===== config.mk =====
export PLATFORM = sky130hd
export DESIGN_NAME = dac_stream_ctrl
export DESIGN_NICKNAME = d
export VERILOG_FILES = /design/src/rtl/dac_stream_pkg.sv /design/src/rtl/dac_ch_fsm.sv /design/src/rtl/dac_ch_out.sv /design/src/rtl/dac_stream_ctrl.sv
export SDC_FILE = /design/constraint.sdc
export NUM_CORES = 1
export LEC_CHECK = 0
export BUFFER_PORTS_ARGS = -buffer_cell sky130_fd_sc_hd__buf_2
export CORE_ASPECT_RATIO = 1.1
export CORE_MARGIN = 1.5
export CORE_UTILIZATION = 35
export DETAILED_ROUTE_END_ITERATION = 8
export PLACE_DENSITY = 0.76
export SETUP_SLACK_MARGIN = 0.2
export SKIP_LAST_GASP = 1
export SYNTH_ARGS = -nofsm -noshare
export SYNTH_HDL_FRONTEND = slang
export SYNTH_SLANG_ARGS = --single-unit

===== constraint.sdc =====
create_clock -name clk -period 3.6 [get_ports clk]
set_input_delay 0.72 -clock clk [delete_from_list [all_inputs] [get_ports clk]]
set_output_delay 0.72 -clock clk [all_outputs]
set_load 0.02 [all_outputs]

===== src/rtl/dac_stream_pkg.sv =====
package dac_stream_pkg;
    typedef enum logic [1:0] {
        ST_IDLE   = 2'd0,
        ST_STREAM = 2'd1,
        ST_FLUSH  = 2'd2,
        ST_HOLD   = 2'd3
    } ch_state_e;
endpackage


===== src/rtl/dac_ch_fsm.sv =====
module dac_ch_fsm
    import dac_stream_pkg::*;
(
    input  logic      clk,
    input  logic      rst,
    input  logic      src_valid,
    input  logic      suspend,
    input  logic      flush_en,
    input  logic      raw_en,
    output ch_state_e state_q,
    output logic      src_ready
);
    typedef struct packed {
        ch_state_e state;
    } fsm_t;

    fsm_t r_d, r_q;
    logic stop_req;

    always_comb begin
        r_d      = r_q;
        stop_req = suspend || raw_en;
        unique case (r_q.state)
            ST_IDLE: begin
                if (raw_en)
                    r_d.state = ST_HOLD;
                else if (src_valid && !suspend)
                    r_d.state = ST_STREAM;
            end
            ST_STREAM: begin
                if (stop_req)
                    r_d.state = flush_en ? ST_FLUSH : ST_HOLD;
            end
            ST_FLUSH: begin
                if (!src_valid || !flush_en)
                    r_d.state = ST_HOLD;
            end
            ST_HOLD: begin
                if (flush_en && src_valid)
                    r_d.state = ST_FLUSH;
                else if (!raw_en && !suspend)
                    r_d.state = ST_IDLE;
            end
            default: r_d.state = ST_IDLE;
        endcase
    end

    always_ff @(posedge clk) begin
        if (rst) r_q <= '{state: ST_IDLE};
        else     r_q <= r_d;
    end

    assign state_q   = r_q.state;
    assign src_ready = (r_q.state == ST_FLUSH) ||
                       ((r_q.state == ST_STREAM) && !suspend && !raw_en);

    p_suspend_hold_r4: assert property (@(posedge clk) disable iff (rst)
        (state_q == ST_STREAM && suspend && !flush_en) |=> state_q == ST_HOLD);

    p_flush_enter_r5: assert property (@(posedge clk) disable iff (rst)
        (state_q == ST_STREAM && suspend && flush_en) |=> state_q == ST_FLUSH);

    p_flush_exit_r5: assert property (@(posedge clk) disable iff (rst)
        (state_q == ST_FLUSH && !src_valid) |=> state_q == ST_HOLD);

    p_raw_flush_r7: assert property (@(posedge clk) disable iff (rst)
        (state_q == ST_HOLD && flush_en && src_valid) |=> state_q == ST_FLUSH);

    p_hold_no_ready_r4: assert property (@(posedge clk) disable iff (rst)
        (state_q == ST_HOLD) |-> !src_ready);
endmodule


===== src/rtl/dac_ch_out.sv =====
module dac_ch_out
    import dac_stream_pkg::*;
#(
    parameter int DATA_W = 16
) (
    input  logic              clk,
    input  logic              rst,
    input  ch_state_e         state_q,
    input  logic              src_valid,
    input  logic              src_ready,
    input  logic [DATA_W-1:0] src_data,
    input  logic [DATA_W-1:0] raw_value,
    output logic [DATA_W-1:0] dac_data,
    output logic              dac_valid
);
    typedef struct packed {
        logic [DATA_W-1:0] data;
        logic              valid;
    } out_t;

    out_t o_d, o_q;

    always_comb begin
        o_d = o_q;
        unique case (state_q)
            ST_IDLE: begin
                o_d.data  = '0;
                o_d.valid = 1'b0;
            end
            ST_STREAM: begin
                if (src_valid && src_ready) begin
                    o_d.data  = src_data;
                    o_d.valid = 1'b1;
                end else begin
                    o_d.valid = 1'b0;
                end
            end
            default: begin
                o_d.data  = raw_value;
                o_d.valid = 1'b1;
            end
        endcase
    end

    always_ff @(posedge clk) begin
        if (rst) o_q <= '0;
        else     o_q <= o_d;
    end

    assign dac_data  = o_q.data;
    assign dac_valid = o_q.valid;

    p_stream_pass_r2: assert property (@(posedge clk) disable iff (rst)
        (state_q == ST_STREAM && src_valid && src_ready)
        |=> (dac_valid && dac_data == $past(src_data)));

    p_raw_out_r6: assert property (@(posedge clk) disable iff (rst)
        (state_q == ST_HOLD || state_q == ST_FLUSH)
        |=> (dac_valid && dac_data == $past(raw_value)));

    p_idle_quiet_r8: assert property (@(posedge clk) disable iff (rst)
        (state_q == ST_IDLE) |=> (!dac_valid && dac_data == '0));
endmodule


===== src/rtl/dac_stream_ctrl.sv =====
module dac_stream_ctrl
    import dac_stream_pkg::*;
#(
    parameter int NUM_CH = 2,
    parameter int DATA_W = 16
) (
    input  logic                     clk,
    input  logic                     rst,
    input  logic [NUM_CH*DATA_W-1:0] dma_data,
    input  logic [NUM_CH-1:0]        dma_valid,
    output logic [NUM_CH-1:0]        dma_ready,
    input  logic                     suspend,
    input  logic                     flush_en,
    input  logic [NUM_CH*DATA_W-1:0] raw_value,
    input  logic [NUM_CH-1:0]        raw_en,
    output logic [NUM_CH*DATA_W-1:0] dac_data,
    output logic [NUM_CH-1:0]        dac_valid
);
    localparam int BUS_W = NUM_CH * DATA_W;

    logic [BUS_W-1:0] unused_chk;
    assign unused_chk = dma_data ^ raw_value;

    for (genvar c = 0; c < NUM_CH; c++) begin : g_ch
        ch_state_e st;
        logic      rdy;

        dac_ch_fsm u_fsm (
            .clk      (clk),
            .rst      (rst),
            .src_valid(dma_valid[c]),
            .suspend  (suspend),
            .flush_en (flush_en),
            .raw_en   (raw_en[c]),
            .state_q  (st),
            .src_ready(rdy)
        );

        dac_ch_out #(.DATA_W(DATA_W)) u_out (
            .clk      (clk),
            .rst      (rst),
            .state_q  (st),
            .src_valid(dma_valid[c]),
            .src_ready(rdy),
            .src_data (dma_data[c*DATA_W +: DATA_W]),
            .raw_value(raw_value[c*DATA_W +: DATA_W]),
            .dac_data (dac_data[c*DATA_W +: DATA_W]),
            .dac_valid(dac_valid[c])
        );

        assign dma_ready[c] = rdy;
    end
endmodule


==> run_results.csv <==
group,metric,value,unit
floorplanning,rows,28,
cells_and_area,layout-drive-gt1-share,48.45,%
power_and_ir_drop,p_switching,358.8,µW
global_routing,first_global_vias,1729,
sta,max_freq,363.8,MHz
route,met3_length,403,µm
clock_tree,cts_sinks,38,
route,wire_per_inst,13.45,µm
clock_tree,clk_pin_slew,0.08,ns
worst_setup_path,worst-setup-path-type,"flip-flop to output pin",
route,route.met2.wl,2331,µm
sta,hold_viol_final,0,
synth,synth_flop_cell,"dfxtp_1",
floorplanning,core,0.005395,mm²
route,drc,0,
sta,fin_skew,0.007305,ns
power_and_ir_drop,combPwrFrac,24.5,%
sta,slew_viol_final,0,
clock_tree,cts_buffers,5,
global_routing,antenna_found_initial,0,
run_status,status,"completed",
sta,slew_headroom,38.48,%
synth,synthCells,202,
synth,synth_seq_cells,38,
power_and_ir_drop,clockPowerShare,35.9,%
worst_setup_path,crit_path_end_kind,"output pin",
route,top_layer_used,"met4",
sta,final-setup-viol-count,0,
sta,rsz0062_at_grt,"no",
clock_tree,htree_levels,2,
worst_setup_path,slowest_delay,0.83,ns
cells_and_area,layout.cells.most_common,"buf_2",
synth,ys_types,27,
clock_tree,clkLatencyLatePin,0.29,ns
power_and_ir_drop,seqPwrFrac,39.7,%
floorplanning,start_util,36.34,%
route,drt-total-wl,4921,µm
synth,yosysWarnings,0,
worst_setup_path,required,2.88,ns
clock_tree,clockBufferDepth,2,
worst_setup_path,cp.arrival,2.03,ns
place,io_buffers,107,
route,dr.first_iter.drc_count,83,
place,dp_hpwl,3521,µm
sta,final.min_clock_period,2.749,ns
floorplanning,die_area,0.006060,mm²
worst_setup_path,r2r_slack,1.32,ns
power_and_ir_drop,power.internal,884.7,µW
worst_setup_path,slowest_stage,"dfxtp_1",
route,vias,1885,
cells_and_area,fillCellCount,534,
worst_setup_path,startpoint_type,"flip-flop",
synth,syn_avg_cell_area,9.706,µm²
global_routing,grt-ovfl-total,0,
clock_tree,cts_setup_buffers,0,
cells_and_area,finalNonFillerCells,366,
place,placedCellCount,358,
floorplanning,die_x,74.36,µm
synth,synth-async-reset-ratio,0,%
route,drt-pass1-iter-count,4,
worst_setup_path,path_cells,"nand2b_1, o31ai_1, buf_2",
sta,post-route-period-util,76.35,%
power_and_ir_drop,powerDensity,485.7,mW/mm²
cells_and_area,post-route-util,47.45,%
place,place.gp.congestion,0.7781,
floorplanning,fp.dieH,81.50,µm
worst_setup_path,crit_fanout,25,
synth,ys_seq_area_share,38.80,%
cells_and_area,mostFrequentLayoutCells,"buf_2, dfxtp_1, a22oi_1, nor3_1, a211oi_2",
flow_run,maxCapViolations,0,
global_routing,grt_use_total,16.34,%
global_routing,grt_pass1_wl,7603,µm
clock_tree,cts-root-buf,"clkbuf_8",
power_and_ir_drop,switching_share,28.85,%
sta,tightest_slew,0.9227,ns
power_and_ir_drop,power,1243,µW
synth,synth_fp_nets,274,
power_and_ir_drop,ir_drop,216.4,µV
power_and_ir_drop,leakage,0.001098,µW
route,final_antenna_net_count,0,
min_path,hp-class,"flip-flop to flip-flop",
sta,holdWs,0.5647,ns
clock_tree,cts_resized,0,
cells_and_area,antennaDiodeCount,0,
route,viasPerCell,5.150,
cells_and_area,area_growth,30.57,%
clock_tree,postCtsHoldBufs,0,
cells_and_area,nets,362,
synth,syn_area,0.001961,mm²
floorplanning,pin_count,108,
sta,setup_tns,0,ns
synth,synth-edff-count,0,
global_routing,grt_max_degree,41,
route,drt-met1-wl,2142,µm
clock_tree,cts_tree,"yes",
==> final timing paths <==
check / to / cells after the start / startpoint
worst min-delay path: g_ch[0].u_fsm.state_q[0]$_SDFFE_PP0P_ / 1 / g_ch[0].u_fsm.state_q[0]$_SDFFE_PP0P_
worst max-delay path: dma_ready[0] / 3 / g_ch[0].u_fsm.state_q[1]$_SDFFE_PP0P_
worst min register to register: g_ch[0].u_fsm.state_q[0]$_SDFFE_PP0P_ / 1 / g_ch[0].u_fsm.state_q[0]$_SDFFE_PP0P_
worst max register to register: g_ch[0].u_out.dac_data[9]$_SDFFE_PP0P_ / 3 / g_ch[0].u_fsm.state_q[1]$_SDFFE_PP0P_
==> per-stage QoR <==
| step | cell area, µm² | setup slack, ns |
|---|---|---|
| global placement | 2417 | 1.154 |
| CTS | 2560 | 0.8435 |
| detailed placement | 2417 | 1.093 |
| global route | 2560 | 0.6635 |
| finish | 2560 | 0.8513 |
| floorplan | 1961 | 1.620 |
==> worst max-delay path: cells and delay by family (launching register included) <==
kind	cells	cell delay, ns
compound gates	1	0.14
buf+inv	1	0.18
flops	1	0.83
simple gates	1	0.59
==> synthesized netlist by cell type (all sizes together) (2+ instances only) <==
cell type,count,share of area (%)
clkbuf,7,1.3
a21bo,2,1.0
o21ai,3,0.77
o31ai,2,0.77
a31oi,4,1.3
nor2b,2,0.64
a22oi,32,12
inv,4,0.77
a211oi,32,17
nand2,2,0.38
a221oi,3,1.3
nand2b,5,1.6
nor3,32,8.2
nor3b,2,1.9
and2b,2,0.77
buf,21,8.2
dfxtp,38,39
nor2,5,0.96
==> power by group through the flow <==
stage / Clock, µW / Combinational [µW] / Sequential (µW)
after global placement: 0 / 301 / 503
after detailed placement: 0 / 306 / 503
after CTS: 458 / 307 / 493
after global routing: 477 / 334 / 499
final: 446 / 304 / 493
after floorplan: 0 / 181 / 543
==> routing by layer <==
metal / vias to the layer above / global-route usage (%)
li1: 954 / -
met1: 843 / 17.96
met2: 84 / 29.82
met3: 4 / 5.399
met4: 0 / 4.364
met5: - / 0
==> registers in the layout, summed over array words and instances, names as in the netlist <==
register,flops
g_ch.u_out.dac_valid,2
g_ch.u_out.dac_data,32
g_ch.u_fsm.state_q,4
==> cells by family (layout without fill, tap and decap cells) <==
logic type | Yosys count | after routing | synth area share, %
buffers and inverters | 32 | 121 | 10.34
and+or+nand+nor | 52 | 52 | 15.19
AOI/OAI and AO/OA | 80 | 80 | 35.67
DFF | 38 | 38 | 38.80
==> area by class of cell <==
type | count | area (µm²) | share of cell area (%)
Timing Repair Buffer | 109 | 550.5 | 21.51
Multi-Input combinational cell | 132 | 997.2 | 38.95
Tap cell | 75 | 93.84 | 3.666
Inverter | 4 | 15.01 | 0.5865
Clock buffer | 6 | 82.58 | 3.226
Sequential cell | 38 | 760.7 | 29.72
Clock inverter | 2 | 60.06 | 2.346
Note: power is estimated with default switching activity, not from simulation.
